$ cat config.mk
export PLATFORM = sky130hd
export DESIGN_NAME = dual_bank_latch
export DESIGN_NICKNAME = d
export VERILOG_FILES = /design/src/rtl/dual_bank_latch_pkg.sv /design/src/rtl/dual_bank_latch_rst_sync.sv /design/src/rtl/dual_bank_latch_arm.sv /design/src/rtl/dual_bank_latch_store.sv /design/src/rtl/dual_bank_latch.sv
export SDC_FILE = /design/constraint.sdc
export NUM_CORES = 1
export LEC_CHECK = 0
export BUFFER_PORTS_ARGS = -buffer_cell sky130_fd_sc_hd__buf_4
export CORE_ASPECT_RATIO = 0.8
export CORE_MARGIN = 10
export CORE_UTILIZATION = 45
export CTS_BUF_LIST = sky130_fd_sc_hd__clkbuf_8
export DETAILED_ROUTE_END_ITERATION = 8
export PLACE_DENSITY = 0.79
export SETUP_SLACK_MARGIN = 0.3
export SLEW_MARGIN = 0
export SYNTH_ARGS = -nofsm -noshare
export SYNTH_HDL_FRONTEND = slang
export SYNTH_SLANG_ARGS = --single-unit
$ cat constraint.sdc
create_clock -name clk -period 1.14 [get_ports clk]
set_input_delay 0 -clock clk [delete_from_list [all_inputs] [get_ports clk]]
set_output_delay 0 -clock clk [all_outputs]
set_load 0.03 [all_outputs]
$ cat src/rtl/dual_bank_latch_pkg.sv
package dual_bank_latch_pkg;

  localparam int unsigned DEF_BANKS = 2;
  localparam int unsigned DEF_WIDTH = 9;

  typedef enum logic {
    ARM_WAIT = 1'b0,
    ARM_LIVE = 1'b1
  } arm_state_e;

endpackage

$ cat src/rtl/dual_bank_latch_rst_sync.sv
module dual_bank_latch_rst_sync #(
  parameter int unsigned STAGES = 2
) (
  input  logic clk,
  input  logic rst_n,
  output logic rst_sync_n
);

  logic [STAGES-1:0] chain_q;
  logic [STAGES-1:0] chain_d;

  always_comb begin
    chain_d = {chain_q[STAGES-2:0], 1'b1};
  end

  always_ff @(posedge clk or negedge rst_n) begin
    if (!rst_n) begin
      chain_q <= '0;
    end else begin
      chain_q <= chain_d;
    end
  end

  assign rst_sync_n = chain_q[STAGES-1];

endmodule

$ cat src/rtl/dual_bank_latch_arm.sv
module dual_bank_latch_arm
  import dual_bank_latch_pkg::*;
(
  input  logic clk,
  input  logic rst_ni,
  input  logic oe_n,
  output logic drive
);

  arm_state_e state_q, state_d;
  logic       was_off_q, was_off_d;

  always_comb begin
    was_off_d = oe_n;
    state_d   = state_q;
    if ((state_q == ARM_WAIT) && was_off_q && !oe_n) begin
      state_d = ARM_LIVE;
    end
  end

  always_ff @(posedge clk or negedge rst_ni) begin
    if (!rst_ni) begin
      state_q   <= ARM_WAIT;
      was_off_q <= 1'b0;
    end else begin
      state_q   <= state_d;
      was_off_q <= was_off_d;
    end
  end

  assign drive = (state_q == ARM_LIVE) && !oe_n;

endmodule

$ cat src/rtl/dual_bank_latch_store.sv
module dual_bank_latch_store #(
  parameter int unsigned WIDTH = 9
) (
  input  logic             clk,
  input  logic             rst_ni,
  input  logic [WIDTH-1:0] din,
  input  logic             load,
  input  logic             drive,
  output logic [WIDTH-1:0] dout
);

  logic [WIDTH-1:0] held_q, held_d;
  logic [WIDTH-1:0] view;

  always_comb begin
    held_d = held_q;
    if (load) begin
      held_d = din;
    end
  end

  always_ff @(posedge clk or negedge rst_ni) begin
    if (!rst_ni) begin
      held_q <= '0;
    end else begin
      held_q <= held_d;
    end
  end

  always_comb begin
    view = load ? din : held_q;
    dout = drive ? view : '0;
  end

endmodule

$ cat src/rtl/dual_bank_latch.sv
module dual_bank_latch
  import dual_bank_latch_pkg::*;
#(
  parameter int unsigned BANKS = DEF_BANKS,
  parameter int unsigned WIDTH = DEF_WIDTH,
  parameter int unsigned SYNC  = 2
) (
  input  logic                   clk,
  input  logic                   rst_n,
  input  logic [BANKS*WIDTH-1:0] bank_din,
  input  logic [BANKS-1:0]       bank_load,
  input  logic [BANKS-1:0]       bank_oe_n,
  output logic [BANKS*WIDTH-1:0] bank_dout,
  output logic [BANKS-1:0]       bank_drive
);

  localparam int unsigned BUS_W = BANKS * WIDTH;

  logic             rst_int_n;
  logic [BUS_W-1:0] dout_w;
  logic [BANKS-1:0] drive_w;

  dual_bank_latch_rst_sync #(.STAGES(SYNC)) u_rst_sync (
    .clk        (clk),
    .rst_n      (rst_n),
    .rst_sync_n (rst_int_n)
  );

  for (genvar b = 0; b < BANKS; b++) begin : g_bank
    dual_bank_latch_arm u_arm (
      .clk    (clk),
      .rst_ni (rst_int_n),
      .oe_n   (bank_oe_n[b]),
      .drive  (drive_w[b])
    );

    dual_bank_latch_store #(.WIDTH(WIDTH)) u_store (
      .clk    (clk),
      .rst_ni (rst_int_n),
      .din    (bank_din[b*WIDTH +: WIDTH]),
      .load   (bank_load[b]),
      .drive  (drive_w[b]),
      .dout   (dout_w[b*WIDTH +: WIDTH])
    );
  end

  assign bank_dout  = dout_w;
  assign bank_drive = drive_w;

endmodule

-- Word-level counts from Yosys, hierarchy flattened
Cells that the tools add are included.
- memory bits (writable): 0
- bits in read-only memories: 0
- word-level logic and storage cells: 21
- bits in registers: 24
- output and inout port bits: 20
- latch bits: 0
- bits of input ports: 24
- memories kept: 0
- mux-type cells: 4
- shifts and indexed selects: 0
- $add $sub $neg: 0
- multiply operators: 0
- $lt $le $gt $ge: 0
- eq/ne operators: 0
- divide/modulo/power cells: 0
- reduce and logical (&&, ||, !) cells: 8
- bitwise operators: 2
- operators with widths (kind ; number):
    9-bit two-way mux ; 4
    1-bit logical AND ; 6
    1-bit zero test ; 2
    1-bit NOT ; 2

-- Logic depth before layout (Yosys ltp)
- word-level depth: 3
- gate-level depth with buffers: 3
- depth with buffers taken out: 2

-- Modules after synthesis
A second synthesis with hierarchy kept.
- cells, all modules: 69
- area total of the unflattened synthesis: 1049.8 µm²
- modules (own cells, without submodules) (module ; times used ; area each (µm²) ; seq. area each (µm²) ; cells each):
    dual_bank_latch_store ; 2 ; 430.4 ; 225.2 ; 28
    dual_bank_latch_arm ; 2 ; 67.6 ; 50.0 ; 5
    dual_bank_latch_rst_sync ; 1 ; 53.8 ; 50.0 ; 3

-- Least setup slack after synthesis
Ideal clock, no wire load.
- path kind: register to output
- start: register g_bank[1].u_arm.state_q
- end: output bank_dout[10]
- setup slack: 0.119 ns
- arrival time: 1.021 ns
- cell stages (with the launch flop): 3
- path buffers: 0
- required time: 1.140 ns
- path through: dfrtp_1 -> nand2b_1 -> nor2b_1
- cells in the longest elaborated chain, start to end: 2
- ends and longest elaborated chain (element ; line ; text):
    from (decl) ; dual_bank_latch_arm.sv:10 ; arm_state_e state_q, state_d;
    from (signal assigned) ; dual_bank_latch_arm.sv:26 ; state_q <= state_d;
    1-bit logical AND ; dual_bank_latch_arm.sv:31 ; assign drive = (state_q == ARM_LIVE) && !oe_n;
    9-bit two-way mux ; dual_bank_latch_store.sv:32 ; dout = drive ? view : '0;
    to (decl) ; dual_bank_latch.sv:13 ; output logic [BANKS*WIDTH-1:0] bank_dout,
No other way between the ends.

-- Worst setup path in the final report
- start: register g_bank[0].u_store.held_q[1]
- end: output bank_dout[1]
- cells in the longest elaborated chain, start to end: 2
- ends and longest elaborated chain (element ; line ; text):
    from (decl) ; dual_bank_latch_store.sv:12 ; logic [WIDTH-1:0] held_q, held_d;
    from (signal assigned) ; dual_bank_latch_store.sv:26 ; held_q <= held_d;
    9-bit two-way mux ; n/a ;
    9-bit two-way mux ; dual_bank_latch_store.sv:32 ;
No other way between the ends.

==> metrics <==
status=finished, violations left; failing checks=hold timing, setup timing; Post-synth ARST share=100%; endpoint type of the worst setup path=output pin; core area=2230 um2; flop and latch count out of synthesis=24; Post-Route WL=2810 um; Post-CTS Hold Buffers=3; Syn. warnings=0; combinational power share=30.4%; CP startpoint kind=register; HP Start=bank_din[4]; crit path DAT=1.20 ns; Post-Syn Area=~1100 um2; TritonCTS Sinks=24; share of power burned in registers=43.3%; RSZ-0062 raised after global routing=true; Lkg Pwr=just over 0.0009 uW; die span in x=75.1 um; # setup viols final=18; share of layout cells above drive strength 1=73.8%; setup TNS=-0.712 ns; critical path startpoint=g_bank[0].u_store.held_q[1]; largest family of logic cells by synthesized area=multiplexers; Simple-Gate Fraction of Synth Area=13.7%; Worst EP required=1.14 ns; H-tree depth=1; Final Non-Filler Cells=~160; first-pass iteration count of the detailed router=4; via density per instance=between 4 and 5; CTS tree=yes; worst setup margin=-0.0634 ns; synthesized instance count=73; GRT Residual Overflow=0; dominant cell by count in the synthesized netlist=dfrtp_1; Compound-Gate Fraction of Synth Area=1.37%; final core utilization=between 70 and 80%; Die Y=64.1 um; Synth area leaders=dfrtp_1 55%, mux2_4 25%, nor2b_1 8.6%; sw frac=26.1%; post-synthesis mux area share=24.7%; Post-synth top cells=24 x dfrtp_1, 18 x mux2_4, 15 x nor2b_1, 4 x inv_1, 3 x nor2b_4; MaxCap Viol Count=0; Sw Pwr=568 uW; DP Cell Count=138; pwr/cell area=between 1000 and 1500 nW/um2; n_diodes=0; CP Class=register to output pin; Yosys top cell area share=55.0%; Final Max Tran Viols=0; DRT iter0 DRCs=17; Tightest Hold Check Type=input pin to register; top fanout value on the critical path=2; num ports=44; first-pass GRT wire length=4350 um; final worst path period need=around 1.2 ns; clock power share=26.2%; Internal=1600 uW; pre-CTS worst setup slack=0.205 ns; peak supply drop=0.00142 V; Initial Util=48.9%; Synthesized Nets=a little under 100; Fin Clk Skew=about 0.0023 ns; vias in the first global route=between 800 and 900; post-DR wirelength/cell=18.1 um; standard-cell rows=15; Avg Cell Area, Syn=15.0 um2; DRC viols=0; WHS=-0.0274 ns; Die ar.=4810 um2; number of synthesized flops with an enable pin=0; xor/xnor share of the synthesized area=0%; Synth Area in Adders=0%; top_reg_cell synth=dfrtp_1; post-route ant nets=0; RD Place Congestion=0.698; final hold viol count=11; GR Util All Layers=12.2%; largest net degree at the start of global routing=23; initial antenna violation count=0; sequential share of the synthesized area=55.0%; clk slew on worst S/H paths=0.08 ns; Max Freq=0.831 GHz; CTS Buffer Depth=2; reg2reg start=g_bank[1].u_store.held_q[3]; Area Overhead vs Synth=61.5%; post-layout net count=approximately 160; clock root buffer=clkbuf_8; CTS Buf Count=3; Distinct cells, synth=11; cell taking the most area after synthesis=dfrtp_1; total number of vias=734; period utilisation layout=106%; Buffers on Ports=43; Clock Latency Late Sink=0.27 ns
cells by family after synthesis:
kind of cell | Yosys count
buf+inv | 8
flops | 24
simple gates | 20
mux | 18
other cells | 1
compound gates | 2
layout make-up:
| class | count | area [um2] |
|---|---|---|
| clock buffer | 4 | 55.1 |
| fill | 125 | 469 |
| inverter | 4 | 15.0 |
| multi-input combinational | 43 | 557 |
| sequential | 24 | 603 |
| tap | 25 | 31.3 |
| timing repair buffer | 55 | 503 |
worst paths after layout:
path | slack, ns | cells past startpoint | endpoint
max | -0.06 | 3 | bank_dout[1]
min | -0.03 | 2 | g_bank[0].u_store.held_q[4]
max reg2reg | 0.17 | 3 | g_bank[1].u_store.held_q[3]
min reg2reg | 0.21 | 1 | g_bank[1].u_store.held_q[7]
max in group asynchronous | 0.69 | 1 | g_bank[1].u_arm.state_q
min in group asynchronous | 0.03 | 2 | u_rst_sync.chain_q[0]
layer usage:
metal / wire (um) / up-vias / track usage (%)
met1: 1090 / 369 / 13.2
li1: - / 345 / -
met2: 1510 / 16 / 20.5
met4: 36 / 0 / 4.25
met5: 0 / - / 0
met3: 180 / 4 / 5.40
registers in the layout (all words and copies together), names as in the netlist:
name,flops
g_bank.u_store.held_q,18
g_bank.u_arm.was_off_q,2
u_rst_sync.chain_q,2
g_bank.u_arm.state_q,2
timing repair:
action,4_1_cts,5_1_grt
endpoints found under the setup margin,20,26
cloned,2,0
gates resized for setup,23,10
endpoints found under the hold margin,16,11
setup buffers,6,2
cells in the final DEF, fill, tap and decap left out:
cell and count:
dfrtp_2 2, nor2b_4 13, inv_1 2, conb_1 1
buf_6 22, buf_4 30, mux2_4 18, a21o_1 2
nor2b_1 4, nor2b_2 1, dlygate4sd3_1 3, inv_2 2
clkbuf_8 4, nand2b_4 4, dfrtp_1 22
power by group through the flow:
stage | combinational, uW | clock, uW | sequential [uW]
floorplan | 354 | 0 | 962
global placement | 528 | 0 | 954
detailed placement | 538 | 0 | 957
CTS | 625 | 583 | 941
global route | 698 | 617 | 949
finish | 661 | 570 | 942
critical path, stage by stage, from the launching register on:
cell	delay, ns
dfrtp_1	0.37
mux2_4	0.27
nor2b_2	0.16
buf_6	0.13
through the flow:
stage               instance area (um2)  power [uW]
floorplan                          1160        1320
global placement                   1480        1480
detailed placement                 1480        1500
CTS                                1710        2150
global route                       1760        2260
finish                             1760        2170
No activity file was read; power rests on OpenSTA's default activity.
